## src/rtl/row_seq_pkg.sv

```systemverilog
package row_seq_pkg;

  typedef enum logic [3:0] {
    PH_IDLE, PH_SYNC_SU, PH_CLK, PH_SYNC_HOLD, PH_PC, PH_SEL, PH_SHS,
    PH_UNSEL, PH_RST, PH_SHR, PH_BLK_GAP, PH_BLK_RST, PH_SH_PRE,
    PH_SH_RST, PH_SH_POST
  } phase_e;

  typedef struct packed {
    logic row_clk;
    logic sync;
    logic pc;
    logic sel;
    logic shs;
    logic shr;
    logic rst;
    logic sy;
  } pins_t;

  function automatic pins_t phase_pins(phase_e ph);
    pins_t p;
    p = '0;
    unique case (ph)
      PH_SYNC_SU, PH_SYNC_HOLD: p.sync = 1'b1;
      PH_CLK:     begin p.sync = 1'b1; p.row_clk = 1'b1; end
      PH_PC, PH_UNSEL: p.pc = 1'b1;
      PH_SEL:     begin p.pc = 1'b1; p.sel = 1'b1; end
      PH_SHS:     begin p.pc = 1'b1; p.sel = 1'b1; p.shs = 1'b1; end
      PH_RST:     begin p.pc = 1'b1; p.rst = 1'b1; end
      PH_SHR:     begin p.pc = 1'b1; p.shr = 1'b1; end
      PH_BLK_RST: p.rst = 1'b1;
      PH_SH_PRE, PH_SH_POST: p.sy = 1'b1;
      PH_SH_RST:  begin p.sy = 1'b1; p.rst = 1'b1; end
      default:    p = '0;
    endcase
    return p;
  endfunction

endpackage

```

## src/rtl/row_seq_timer.sv

```systemverilog
module row_seq_timer #(
  parameter int unsigned CNT_W = 16
) (
  input  logic             clk_i,
  input  logic             rst_ni,
  input  logic             load_i,
  input  logic [CNT_W-1:0] load_val_i,
  output logic             expire_o
);
  logic [CNT_W-1:0] cnt_q;

  always_ff @(posedge clk_i or negedge rst_ni) begin
    if (!rst_ni)             cnt_q <= '0;
    else if (load_i)         cnt_q <= load_val_i;
    else if (cnt_q != '0)    cnt_q <= cnt_q - 1'b1;
  end

  assign expire_o = (cnt_q == '0);
endmodule

```

## src/rtl/row_seq_rowctr.sv

```systemverilog
module row_seq_rowctr #(
  parameter int unsigned ROW_W = 14
) (
  input  logic             clk_i,
  input  logic             rst_ni,
  input  logic             accept_i,
  input  logic             frame_i,
  input  logic             shutter_en_i,
  input  logic [ROW_W-1:0] lead_i,
  output logic             rd_row_o,
  output logic             sh_row_o
);
  localparam logic [ROW_W-1:0] ROW_MAX = {ROW_W{1'b1}};

  logic [ROW_W-1:0] row_q, lead_q, cur_row, cur_lead;
  logic             rd_q, sh_q;

  always_comb begin
    if (frame_i) begin
      cur_row  = '0;
      cur_lead = lead_i;
    end else begin
      cur_row  = (row_q == ROW_MAX) ? row_q : row_q + 1'b1;
      cur_lead = lead_q;
    end
  end

  always_ff @(posedge clk_i or negedge rst_ni) begin
    if (!rst_ni) begin
      row_q  <= ROW_MAX;
      lead_q <= '0;
      rd_q   <= 1'b0;
      sh_q   <= 1'b0;
    end else if (accept_i) begin
      row_q  <= cur_row;
      lead_q <= cur_lead;
      rd_q   <= (cur_row == cur_lead) && (frame_i || row_q != ROW_MAX);
      sh_q   <= shutter_en_i && (cur_row == '0);
    end
  end

  assign rd_row_o = rd_q;
  assign sh_row_o = sh_q;
endmodule

```

## src/rtl/row_seq_fsm.sv

```systemverilog
module row_seq_fsm
  import row_seq_pkg::*;
#(
  parameter int unsigned CNT_W = 16
) (
  input  logic             clk_i,
  input  logic             rst_ni,
  input  logic             accept_i,
  input  logic             expire_i,
  input  logic             black_en_i,
  input  logic             shut_en_i,
  input  logic [CNT_W-1:0] t_sync_live_i,
  input  logic [CNT_W-1:0] t_sync_i,
  input  logic [CNT_W-1:0] t_clk_i,
  input  logic [CNT_W-1:0] t_pc_sel_i,
  input  logic [CNT_W-1:0] t_sel_shs_i,
  input  logic [CNT_W-1:0] t_shs_unsel_i,
  input  logic [CNT_W-1:0] t_unsel_rst_i,
  input  logic [CNT_W-1:0] t_rst_i,
  input  logic [CNT_W-1:0] t_shr_i,
  output phase_e           phase_o,
  output logic             load_o,
  output logic [CNT_W-1:0] load_val_o,
  output logic             done_o
);
  phase_e phase_q, phase_n, after_shr;
  logic   done_q, step;

  always_comb begin
    after_shr = black_en_i ? PH_BLK_GAP : (shut_en_i ? PH_SH_PRE : PH_IDLE);
    unique case (phase_q)
      PH_SYNC_SU:   phase_n = PH_CLK;
      PH_CLK:       phase_n = PH_SYNC_HOLD;
      PH_SYNC_HOLD: phase_n = PH_PC;
      PH_PC:        phase_n = PH_SEL;
      PH_SEL:       phase_n = PH_SHS;
      PH_SHS:       phase_n = PH_UNSEL;
      PH_UNSEL:     phase_n = PH_RST;
      PH_RST:       phase_n = PH_SHR;
      PH_SHR:       phase_n = after_shr;
      PH_BLK_GAP:   phase_n = PH_BLK_RST;
      PH_BLK_RST:   phase_n = shut_en_i ? PH_SH_PRE : PH_IDLE;
      PH_SH_PRE:    phase_n = PH_SH_RST;
      PH_SH_RST:    phase_n = PH_SH_POST;
      default:      phase_n = PH_IDLE;
    endcase
  end

  function automatic logic [CNT_W-1:0] dur(phase_e ph);
    unique case (ph)
      PH_SYNC_SU, PH_SYNC_HOLD: return t_sync_i;
      PH_CLK:                   return t_clk_i;
      PH_PC:                    return t_pc_sel_i;
      PH_SEL:                   return t_sel_shs_i;
      PH_SHS:                   return t_shs_unsel_i;
      PH_UNSEL, PH_BLK_GAP:     return t_unsel_rst_i;
      PH_RST, PH_BLK_RST, PH_SH_RST: return t_rst_i;
      PH_SHR:                   return t_shr_i;
      default:                  return '0;
    endcase
  endfunction

  assign step       = (phase_q != PH_IDLE) && expire_i;
  assign load_o     = accept_i || step;
  assign load_val_o = accept_i ? t_sync_live_i : dur(phase_n);

  always_ff @(posedge clk_i or negedge rst_ni) begin
    if (!rst_ni) begin
      phase_q <= PH_IDLE;
      done_q  <= 1'b0;
    end else begin
      done_q <= step && (phase_n == PH_IDLE);
      if (accept_i)  phase_q <= PH_SYNC_SU;
      else if (step) phase_q <= phase_n;
    end
  end

  assign phase_o = phase_q;
  assign done_o  = done_q;
endmodule

```

## src/rtl/row_seq_top.sv

```systemverilog
module row_seq_top
  import row_seq_pkg::*;
#(
  parameter int unsigned CNT_W = 16,
  parameter int unsigned ROW_W = 14
) (
  input  logic             clk_i,
  input  logic             rst_ni,
  input  logic             row_start_i,
  input  logic             frame_start_i,
  input  logic             shutter_en_i,
  input  logic             black_en_i,
  input  logic [ROW_W-1:0] lead_rows_i,
  input  logic [CNT_W-1:0] t_sync_i,
  input  logic [CNT_W-1:0] t_clk_i,
  input  logic [CNT_W-1:0] t_pc_sel_i,
  input  logic [CNT_W-1:0] t_sel_shs_i,
  input  logic [CNT_W-1:0] t_shs_unsel_i,
  input  logic [CNT_W-1:0] t_unsel_rst_i,
  input  logic [CNT_W-1:0] t_rst_i,
  input  logic [CNT_W-1:0] t_shr_i,
  output logic             row_clk_o,
  output logic             sh_clk_o,
  output logic             sync_rd_o,
  output logic             sync_sh_o,
  output logic             pc_o,
  output logic             sel_o,
  output logic             shs_o,
  output logic             shr_o,
  output logic             rst_o,
  output logic             syl_o,
  output logic             syr_o,
  output logic             busy_o,
  output logic             done_o,
  output logic             overrun_o
);
  localparam int unsigned NCFG = 8;

  phase_e           phase;
  pins_t            pins;
  logic             accept, load, expire, rd_row, sh_row, ovr_q;
  logic             black_q, shut_q;
  logic [CNT_W-1:0] load_val;
  logic [CNT_W-1:0] cfg_live [NCFG];
  logic [CNT_W-1:0] cfg_q    [NCFG];

  assign cfg_live[0] = t_sync_i;
  assign cfg_live[1] = t_clk_i;
  assign cfg_live[2] = t_pc_sel_i;
  assign cfg_live[3] = t_sel_shs_i;
  assign cfg_live[4] = t_shs_unsel_i;
  assign cfg_live[5] = t_unsel_rst_i;
  assign cfg_live[6] = t_rst_i;
  assign cfg_live[7] = t_shr_i;

  assign busy_o = (phase != PH_IDLE);
  assign accept = row_start_i && !busy_o;

  for (genvar g = 0; g < NCFG; g++) begin : g_cfg
    always_ff @(posedge clk_i or negedge rst_ni) begin
      if (!rst_ni)     cfg_q[g] <= '0;
      else if (accept) cfg_q[g] <= cfg_live[g];
    end
  end

  always_ff @(posedge clk_i or negedge rst_ni) begin
    if (!rst_ni) begin
      black_q <= 1'b0;
      shut_q  <= 1'b0;
      ovr_q   <= 1'b0;
    end else begin
      if (accept) begin
        black_q <= black_en_i;
        shut_q  <= shutter_en_i;
      end
      if (row_start_i && busy_o) ovr_q <= 1'b1;
    end
  end

  row_seq_timer #(.CNT_W(CNT_W)) i_timer (
    .clk_i, .rst_ni, .load_i(load), .load_val_i(load_val), .expire_o(expire)
  );

  row_seq_rowctr #(.ROW_W(ROW_W)) i_rowctr (
    .clk_i, .rst_ni, .accept_i(accept), .frame_i(frame_start_i),
    .shutter_en_i, .lead_i(lead_rows_i), .rd_row_o(rd_row), .sh_row_o(sh_row)
  );

  row_seq_fsm #(.CNT_W(CNT_W)) i_fsm (
    .clk_i, .rst_ni, .accept_i(accept), .expire_i(expire),
    .black_en_i(black_q), .shut_en_i(shut_q), .t_sync_live_i(t_sync_i),
    .t_sync_i(cfg_q[0]), .t_clk_i(cfg_q[1]), .t_pc_sel_i(cfg_q[2]),
    .t_sel_shs_i(cfg_q[3]), .t_shs_unsel_i(cfg_q[4]), .t_unsel_rst_i(cfg_q[5]),
    .t_rst_i(cfg_q[6]), .t_shr_i(cfg_q[7]),
    .phase_o(phase), .load_o(load), .load_val_o(load_val), .done_o(done_o)
  );

  assign pins      = phase_pins(phase);
  assign row_clk_o = pins.row_clk;
  assign sh_clk_o  = pins.row_clk;
  assign sync_rd_o = pins.sync && rd_row;
  assign sync_sh_o = pins.sync && sh_row;
  assign pc_o      = pins.pc;
  assign sel_o     = pins.sel;
  assign shs_o     = pins.shs;
  assign shr_o     = pins.shr;
  assign rst_o     = pins.rst;
  assign syl_o     = pins.sy;
  assign syr_o     = pins.sy;
  assign overrun_o = ovr_q;
endmodule

```

## config.mk

```make
export PLATFORM = sky130hd
export DESIGN_NAME = row_seq_top
export DESIGN_NICKNAME = d
export VERILOG_FILES = /design/src/rtl/row_seq_pkg.sv /design/src/rtl/row_seq_timer.sv /design/src/rtl/row_seq_rowctr.sv /design/src/rtl/row_seq_fsm.sv /design/src/rtl/row_seq_top.sv
export SDC_FILE = /design/constraint.sdc
export NUM_CORES = 1
export LEC_CHECK = 0
export ABC_AREA = 1
export ABC_CLOCK_PERIOD_IN_PS = 4300
export BUFFER_PORTS_ARGS = -buffer_cell sky130_fd_sc_hd__buf_4
export CAP_MARGIN = 30
export CORE_MARGIN = 1.5
export CORE_UTILIZATION = 52
export CTS_BUF_LIST = sky130_fd_sc_hd__clkbuf_2 sky130_fd_sc_hd__clkbuf_4 sky130_fd_sc_hd__clkbuf_8
export CTS_CLUSTER_DIAMETER = 50
export DETAILED_ROUTE_END_ITERATION = 7
export GPL_TIMING_DRIVEN = 0
export HOLD_SLACK_MARGIN = 0.05
export PLACE_DENSITY_LB_ADDON = 0.15
export SLEW_MARGIN = 0
export SYNTH_ARGS = -nofsm -noshare
export SYNTH_HDL_FRONTEND = slang
export SYNTH_SLANG_ARGS = --single-unit
```

## constraint.sdc

```tcl
create_clock -name clk_i -period 4.3 [get_ports clk_i]
set_input_delay 0.215 -clock clk_i [delete_from_list [all_inputs] [get_ports clk_i]]
set_output_delay 0.215 -clock clk_i [all_outputs]
set_load 0.05 [all_outputs]
```

==> run_summary.xml, run 1 <==
<?xml version="1.0" encoding="UTF-8"?>
<metrics>
  <group name="critical_path">
    <metric name="slowest_stage" unit="">sky130_fd_sc_hd__clkbuf_1</metric>
    <metric name="timing.critical_path.fanout_max" unit="">11</metric>
    <metric name="critPathRequiredTime" unit="ps">4090</metric>
    <metric name="worstSetupEndpointType" unit="">primary output</metric>
    <metric name="path_class" unit="">reg2out</metric>
    <metric name="timing.critical_path.cells" unit="">nor2_2 -&gt; inv_1 -&gt; nor2_1 -&gt; clkbuf_1 -&gt; buf_4 -&gt; buf_4</metric>
    <metric name="highest_cell_delay_on_the_worst_timing_path" unit="ps">500</metric>
    <metric name="worst-endpoint-arrival" unit="ps">2350</metric>
    <metric name="cp-start-kind" unit="">flop</metric>
    <metric name="critPathMostFrequentCell" unit="">sky130_fd_sc_hd__buf_4</metric>
  </group>
  <group name="clock_network">
    <metric name="htreeDepth" unit="">4</metric>
    <metric name="clock_latency" unit="ps">470</metric>
    <metric name="cts.reportedPaths.clkPinSlew" unit="ps">90</metric>
    <metric name="clock_tree_from_tritoncts" unit="">yes</metric>
    <metric name="clock_sink_count" unit="">182</metric>
    <metric name="clock_tree.root_cell" unit="">sky130_fd_sc_hd__clkbuf_8</metric>
    <metric name="clk_path_buf_depth" unit="">2</metric>
    <metric name="cts-buffers-inserted" unit="">17</metric>
    <metric name="post_cts_resized" unit="">0</metric>
  </group>
  <group name="synthesis">
    <metric name="post_synth_net_total" unit="">1334</metric>
    <metric name="ys_seq_elements" unit="">182</metric>
    <metric name="ys_dominant_reg_cell" unit="">sky130_fd_sc_hd__dfrtp_1</metric>
    <metric name="synth_area_per_cell" unit="um2">7.76</metric>
    <metric name="synth_top_area_cell" unit="">sky130_fd_sc_hd__dfrtp_1</metric>
    <metric name="synth-seq-area-share" unit="%">49.8</metric>
    <metric name="yosys.area.top_type_share" unit="%">45.8</metric>
    <metric name="netlist_instances" unit="">1184</metric>
    <metric name="syn_area" unit="um2">9180</metric>
    <metric name="ys_async_sr_fraction" unit="%">100</metric>
    <metric name="synth_edf_count" unit="">0</metric>
    <metric name="yosys_warnings" unit="">0</metric>
    <metric name="yosysUniqueCellTypes" unit="">45</metric>
    <metric name="yosys-top-cells-area" unit="">sky130_fd_sc_hd__dfrtp_1 (46%), sky130_fd_sc_hd__nand2_1 (17%), sky130_fd_sc_hd__o21ai_0 (7.2%)</metric>
  </group>
  <group name="power">
    <metric name="vdd.ir_drop.worst" unit="mV">0.183</metric>
    <metric name="cellPowerDensity" unit="nW/um2">255</metric>
    <metric name="cellLeakagePower" unit="nW">6.31</metric>
  </group>
  <group name="grt">
    <metric name="globalRouteOverflowTotal" unit="">0</metric>
    <metric name="grt_first_pass_wirelength" unit="um">47200</metric>
    <metric name="via_count_of_the_first_global_routing_pass" unit="">8846</metric>
    <metric name="grt_antenna_before_repair" unit="">0</metric>
    <metric name="globalRouteTotalUtil" unit="%">33.6</metric>
    <metric name="grt_start_max_net_pins" unit="">120</metric>
  </group>
  <group name="timing">
    <metric name="setup_tns" unit="ps">0</metric>
    <metric name="fin_hold_ws" unit="ps">102</metric>
    <metric name="grt_setup_unrepaired" unit="">false</metric>
    <metric name="fin_crit_sh" unit="%">59.8</metric>
    <metric name="setup_viol_count_final" unit="">0</metric>
    <metric name="slew_viol_final" unit="">0</metric>
    <metric name="final_report_hold_violation_count" unit="">0</metric>
    <metric name="fin_crit" unit="ps">2570</metric>
    <metric name="transition_time_at_the_pin_with_the_least_slew_margin" unit="ps">777</metric>
    <metric name="timing.max_slew.rel_slack" unit="%">48.2</metric>
    <metric name="finalClockSkew" unit="ps">14.3</metric>
    <metric name="peak_clock_frequency_supported_by_timing" unit="MHz">389</metric>
  </group>
  <group name="place">
    <metric name="portBuffers" unit="">161</metric>
    <metric name="globalplace.congestion" unit="">0.946</metric>
    <metric name="detailedPlacementHpwl" unit="um">20400</metric>
  </group>
  <group name="detailed_routing">
    <metric name="wl_per_cell" unit="um">17.3</metric>
    <metric name="detailedRoute.firstPassIterationCount" unit="">8</metric>
    <metric name="drc" unit="">0</metric>
    <metric name="route.detailed.vias_per_inst" unit="">5.44</metric>
    <metric name="postRouteWirelength" unit="um">30100</metric>
    <metric name="route.vias.total" unit="">9425</metric>
    <metric name="detail_route_antenna_nets" unit="">0</metric>
    <metric name="detail_route.iter0.violations" unit="">998</metric>
  </group>
  <group name="floorplan">
    <metric name="die_width" unit="um">136</metric>
    <metric name="chipHeight" unit="um">136</metric>
    <metric name="dieArea" unit="um2">18500</metric>
    <metric name="placementRows" unit="">48</metric>
    <metric name="coreArea" unit="um2">17300</metric>
    <metric name="floorplan.io_pins" unit="">162</metric>
    <metric name="floorplan.initialDensity" unit="%">53.1</metric>
  </group>
  <group name="hold_path">
    <metric name="holdCritPathClass" unit="">in2reg</metric>
  </group>
  <group name="run_status">
    <metric name="run_status" unit="">complete, no violations</metric>
  </group>
  <group name="layout">
    <metric name="fin_nets" unit="">1647</metric>
    <metric name="flow.area_growth_from_synthesis" unit="%">35.2</metric>
    <metric name="antenna_cells_inserted" unit="">0</metric>
    <metric name="final_core_utilization" unit="%">71.8</metric>
    <metric name="fillerInstances" unit="">1381</metric>
    <metric name="drive_above_1_share" unit="%">18.2</metric>
  </group>
  <group name="run">
    <metric name="maxCapViolations" unit="">0</metric>
  </group>
</metrics>
[power by group]
group	total [mW]	switching (mW)	internal, mW
Combinational	0.282	0.105	0.177
Sequential	1.71	0.0000000000000000209	1.71
Clock	1.17	0.640	0.534
Total	3.17	0.744	2.42
[per-stage QoR]
step	power [mW]	worst slack, ps	instances	area [um2]
6_report	3.17	1730	1733	12400
5_1_grt	3.25	1600	1733	12400
4_1_cts	3.15	1750	1733	12400
3_5_place_dp	1.92	1860	1571	10700
3_3_place_gp	1.92	1880	1570	10700
2_1_floorplan	1.77	2290	1184	9180
[repair_timing]
action / 4_1_cts / 5_1_grt
hold buffers: 132 / 0
buffers inserted: 0 / 0
hold endpoints to repair: 194 / 0
[cell type report]
type                       count  area (um2)  share of cell area (%)
clock inverter                11         126                    1.02
sequential                   182        4570                    36.8
multi-input combinational    809        3810                    30.7
tap                          225         282                    2.27
clock buffer                  19         255                    2.06
inverter                     140         527                    4.24
buffer                        53         277                    2.23
timing repair buffer         294        2560                    20.7
[flip-flops by register name (all words and copies together), names as in the netlist]
signal             flops
black_q                1
cfg_q                128
i_fsm.done_o           1
i_fsm.phase_o          4
i_rowctr.lead_q       14
i_rowctr.rd_row_o      1
i_rowctr.row_q        14
i_rowctr.sh_row_o      1
i_timer.cnt_q         16
overrun_o              1
shut_q                 1
[final timing paths]
kind                             startpoint            endpoint  slack (ps)  cells past startpoint
setup / recovery           i_fsm.phase_o[3]            sh_clk_o        1730                      6
hold / removal               lead_rows_i[7]  i_rowctr.lead_q[7]         100                      3
setup reg to reg           i_fsm.phase_o[1]          cfg_q[124]        1800                      8
hold reg to reg                   overrun_o           overrun_o         470                      1
max in group asynchronous            rst_ni   i_timer.cnt_q[11]        3080                      3
min in group asynchronous            rst_ni           cfg_q[27]         250                      2
[worst max-delay path: cells and delay by family, from the launching register on]
kind | cells | cell delay, ps
buffers and inverters | 4 | 1030
flip-flops | 1 | 450
AND/OR/NAND/NOR | 2 | 410
[kinds of logic (layout without fill, tap and decap cells)]
logic type	after synthesis	after routing	synth area share [%]
buffers and inverters	193	517	8.75
AOI/OAI and AO/OA	224	224	13.5
muxes	2	2	0.218
adders and majority gates	2	2	0.272
and+or+nand+nor	568	568	26.2
xor gates and xnor gates	13	13	1.24
DFF	182	182	49.8
[synth_stat cells, types with 7 or more instances]
master	number
sky130_fd_sc_hd__dfstp_2	14
sky130_fd_sc_hd__o21ai_1	9
sky130_fd_sc_hd__nand4_1	21
sky130_fd_sc_hd__nor3_1	9
sky130_fd_sc_hd__buf_2	20
sky130_fd_sc_hd__buf_4	8
sky130_fd_sc_hd__o21ai_0	132
sky130_fd_sc_hd__or2_2	10
sky130_fd_sc_hd__nand2_1	412
sky130_fd_sc_hd__o22ai_1	33
sky130_fd_sc_hd__a221oi_1	8
sky130_fd_sc_hd__a21oi_1	27
sky130_fd_sc_hd__nand3_1	43
sky130_fd_sc_hd__dfrtp_1	168
sky130_fd_sc_hd__inv_1	133
sky130_fd_sc_hd__xor2_1	7
sky130_fd_sc_hd__nor2_1	43
sky130_fd_sc_hd__clkbuf_1	22
[placed cells by master (no fill, tap or decap), drive strengths merged, types with 2 or more instances in the layout]
master / count
nor4: 5
bufinv: 2
or2: 13
dfstp: 14
xnor2: 6
mux2i: 2
clkbuf: 41
xor2: 7
a31oi: 3
ha: 2
clkinvlp: 4
a21oi: 28
o22ai: 33
nor3: 9
dlygate4sd3: 132
nand2: 419
a22oi: 5
nand4: 21
o21ai: 142
inv: 138
nand3: 47
clkinv: 7
buf: 193
nor2: 52
dfrtp: 168
a221oi: 8
[routing by layer]
metal	wire length [um]	GRT usage (%)	share of wire, %
met1	13200	48.4	44
met2	13800	52.1	46
met3	2210	5.63	7.3
met4	907	10.9	3.0
met5	0	0	0
(Power assumes the default switching activity.)
==> run 2: changes to the inputs <==
ABC_CLOCK_PERIOD_IN_PS = 2250   (was 4300)
clock period = 2.25 ns   (was 4.3 ns; I/O delays follow)
==> run 2 against run 1 <==
  * Clock skew is 0.70 ps higher
  * Critical path depth is 7 higher
  * Clock power is 90% higher
  * Sequential share of layout area is 0.65 points lower
  * Utilization is 1.3 points higher
  * Worst setup slack worse by 1700 ps
  * Global-route usage is 0.13 points higher
  * Combinational power is 94% higher
  * Via count is 0.15% lower
  * Worst hold slack worse by 28 ps
  * Power is 91% higher
  * Sequential power is 91% higher
  * Critical path type is now reg2reg
  * Critical endpoint is now i_rowctr.rd_row_o
  * Highest routed layer unchanged
==> run_summary.xml, run 2 (synthesis results as in run 1) <==
<?xml version="1.0" encoding="UTF-8"?>
<metrics>
  <group name="timing">
    <metric name="peak_clock_frequency_supported_by_timing" unit="MHz">447</metric>
    <metric name="fin_crit_sh" unit="%">99.4</metric>
    <metric name="fin_crit" unit="ps">2240</metric>
    <metric name="fin_hold_ws" unit="ps">74.3</metric>
    <metric name="transition_time_at_the_pin_with_the_least_slew_margin" unit="ps">647</metric>
    <metric name="setup_viol_count_final" unit="">0</metric>
    <metric name="finalClockSkew" unit="ps">15.0</metric>
    <metric name="slew_viol_final" unit="">0</metric>
    <metric name="setup_slack" unit="ps">12.5</metric>
    <metric name="final_report_hold_violation_count" unit="">0</metric>
    <metric name="timing.max_slew.rel_slack" unit="%">56.9</metric>
    <metric name="setup_tns" unit="ps">0</metric>
    <metric name="grt_setup_unrepaired" unit="">true</metric>
  </group>
  <group name="hold_path">
    <metric name="holdPathEnd" unit="">i_rowctr.lead_q[8]</metric>
    <metric name="holdCritPathClass" unit="">in2reg</metric>
    <metric name="hp-start" unit="">lead_rows_i[8]</metric>
    <metric name="worstHoldPathCells" unit="">5</metric>
  </group>
  <group name="power">
    <metric name="clock_power_share" unit="%">36.8</metric>
    <metric name="seq_power_share" unit="%">54.1</metric>
    <metric name="internal-power" unit="mW">4.63</metric>
    <metric name="cellLeakagePower" unit="nW">6.42</metric>
    <metric name="cellPowerDensity" unit="nW/um2">478</metric>
    <metric name="p_comb_share" unit="%">9.0</metric>
    <metric name="switchingPower" unit="mW">1.41</metric>
    <metric name="vdd.ir_drop.worst" unit="mV">0.350</metric>
    <metric name="proportion_of_total_power_due_to_net_switching" unit="%">23.3</metric>
    <metric name="finalPower" unit="mW">6.04</metric>
  </group>
  <group name="floorplan">
    <metric name="die_width" unit="um">136</metric>
    <metric name="chipHeight" unit="um">136</metric>
    <metric name="floorplan.initialDensity" unit="%">53.1</metric>
    <metric name="coreArea" unit="um2">17300</metric>
    <metric name="dieArea" unit="um2">18500</metric>
    <metric name="placementRows" unit="">48</metric>
    <metric name="floorplan.io_pins" unit="">162</metric>
  </group>
  <group name="grt">
    <metric name="grt_antenna_before_repair" unit="">0</metric>
    <metric name="grt_start_max_net_pins" unit="">120</metric>
    <metric name="globalRouteTotalUtil" unit="%">33.8</metric>
    <metric name="globalRouteOverflowTotal" unit="">0</metric>
    <metric name="via_count_of_the_first_global_routing_pass" unit="">8860</metric>
    <metric name="grt_first_pass_wirelength" unit="um">47300</metric>
  </group>
  <group name="layout">
    <metric name="multi_input_comb_area" unit="um2">3910</metric>
    <metric name="max_reg_flops" unit="">128</metric>
    <metric name="antenna_cells_inserted" unit="">0</metric>
    <metric name="drive_above_1_share" unit="%">19.8</metric>
    <metric name="postLayoutCellArea" unit="um2">12600</metric>
    <metric name="flow.area_growth_from_synthesis" unit="%">37.6</metric>
    <metric name="regMostFlops" unit="">cfg_q</metric>
    <metric name="top_regs" unit="">cfg_q (128), i_timer.cnt_q (16)</metric>
    <metric name="fillerInstances" unit="">1350</metric>
    <metric name="top_library_cells_by_usage_in_the_layout_fill_and_taps_aside" unit="">sky130_fd_sc_hd__nand2_1 (402), sky130_fd_sc_hd__buf_4 (173), sky130_fd_sc_hd__dfrtp_1 (168)</metric>
    <metric name="instances_no_fill" unit="">1743</metric>
    <metric name="final_core_utilization" unit="%">73.0</metric>
    <metric name="final_common_cell" unit="">sky130_fd_sc_hd__nand2_1</metric>
    <metric name="fin_nets" unit="">1657</metric>
    <metric name="seqCellArea" unit="um2">4570</metric>
  </group>
  <group name="detailed_routing">
    <metric name="route.detailed.vias_per_inst" unit="">5.40</metric>
    <metric name="detailedRoute.firstPassIterationCount" unit="">7</metric>
    <metric name="postRouteWirelength" unit="um">30300</metric>
    <metric name="drc" unit="">0</metric>
    <metric name="wl_per_cell" unit="um">17.4</metric>
    <metric name="route.vias.total" unit="">9411</metric>
    <metric name="detail_route.iter0.violations" unit="">965</metric>
    <metric name="detail_route_antenna_nets" unit="">0</metric>
  </group>
  <group name="place">
    <metric name="detailedPlacementHpwl" unit="um">20400</metric>
    <metric name="postPlaceCellArea" unit="um2">10700</metric>
    <metric name="dpl_worst_slack" unit="ps">-185</metric>
    <metric name="portBuffers" unit="">161</metric>
    <metric name="globalplace.congestion" unit="">0.946</metric>
    <metric name="post-place-cells" unit="">1571</metric>
  </group>
  <group name="run">
    <metric name="maxCapViolations" unit="">0</metric>
  </group>
  <group name="critical_path">
    <metric name="path_class" unit="">reg2reg</metric>
    <metric name="regToRegEndpoint" unit="">i_rowctr.rd_row_o</metric>
    <metric name="worstSetupEndpointType" unit="">flop</metric>
    <metric name="critPathRequiredTime" unit="ps">2660</metric>
    <metric name="r2r_cells" unit="">13</metric>
    <metric name="regToRegStartpoint" unit="">i_rowctr.row_q[1]</metric>
    <metric name="regToRegSetupSlack" unit="ps">10</metric>
    <metric name="worst-endpoint-arrival" unit="ps">2650</metric>
    <metric name="timing.critical_path.fanout_max" unit="">5</metric>
    <metric name="cp-start-kind" unit="">flop</metric>
  </group>
  <group name="clock_network">
    <metric name="clock_tree.root_cell" unit="">sky130_fd_sc_hd__clkbuf_8</metric>
    <metric name="htreeDepth" unit="">4</metric>
    <metric name="clock_sink_count" unit="">182</metric>
    <metric name="cts-buffers-inserted" unit="">17</metric>
    <metric name="clock_latency" unit="ps">470</metric>
    <metric name="cts.reportedPaths.clkPinSlew" unit="ps">90</metric>
    <metric name="clock_tree_from_tritoncts" unit="">yes</metric>
    <metric name="clk_path_buf_depth" unit="">2</metric>
  </group>
  <group name="run_status">
    <metric name="run_status" unit="">complete, no violations</metric>
  </group>
</metrics>
## run 2: what timing repair did
action                                 CTS  global route
pin swaps                                1             8
cloned                                   0             1
setup buffers                            1             4
setup endpoints to repair               13           114
resized for setup                        4            30
hold buffers                           136             0
endpoints found under the hold margin  211             0
## run 2: power groups by stage
stage / registers [mW] / logic [mW] / clock network [mW]
global placement: 3.33 / 0.334 / 0
floorplan: 3.33 / 0.0520 / 0
global route: 3.27 / 0.587 / 2.37
detailed placement: 3.33 / 0.343 / 0
finish: 3.27 / 0.546 / 2.22
CTS: 3.27 / 0.531 / 2.23
## run 2: how the worst max path moves through the flow
stage,from,end,slack [ps],depth (start not counted)
floorplan,i_fsm.phase_o[3],i_timer.cnt_q[1],240,8
global placement,i_fsm.phase_o[1],i_rowctr.lead_q[3],-170,8
detailed placement,i_fsm.phase_o[1],cfg_q[124],-190,8
CTS,i_rowctr.row_q[1],i_rowctr.rd_row_o,10,14
global route,i_rowctr.row_q[1],i_rowctr.rd_row_o,-90,16
finish,i_rowctr.row_q[1],i_rowctr.rd_row_o,10,13
## run 2: routing by layer
layer | track usage, % | vias to the layer above | wire (um)
met5 | 0 | - | 0
met2 | 52.5 | 442 | 14100
met3 | 5.59 | 62 | 2150
met1 | 48.6 | 4463 | 13300
li1 | - | 4444 | -
met4 | 10.7 | 0 | 772
## run 2: final cells by class
cell class                      instances  area share (%)
Buffer                                 53            2.28
Clock buffer                           19            2.02
Tap cell                              225            2.23
Sequential cell                       182            36.2
Clock inverter                         11            1.00
Timing Repair Buffer                  304            21.1
Multi-Input combinational cell        809            31.0
Inverter                              140            4.19
## run 2: critical path, stage by stage, from the launching register on
cell                      delay (ps)
sky130_fd_sc_hd__dfstp_2         610
sky130_fd_sc_hd__ha_4            190
sky130_fd_sc_hd__nand2_4          60
sky130_fd_sc_hd__nor2_4          140
sky130_fd_sc_hd__nand2_4          80
sky130_fd_sc_hd__inv_4            90
sky130_fd_sc_hd__nand2_4          70
sky130_fd_sc_hd__buf_8           150
sky130_fd_sc_hd__nand3_1         120
sky130_fd_sc_hd__nand2_1         110
sky130_fd_sc_hd__xor2_1          160
sky130_fd_sc_hd__nor2_1          140
sky130_fd_sc_hd__nand4_1         160
sky130_fd_sc_hd__nand2_1         100
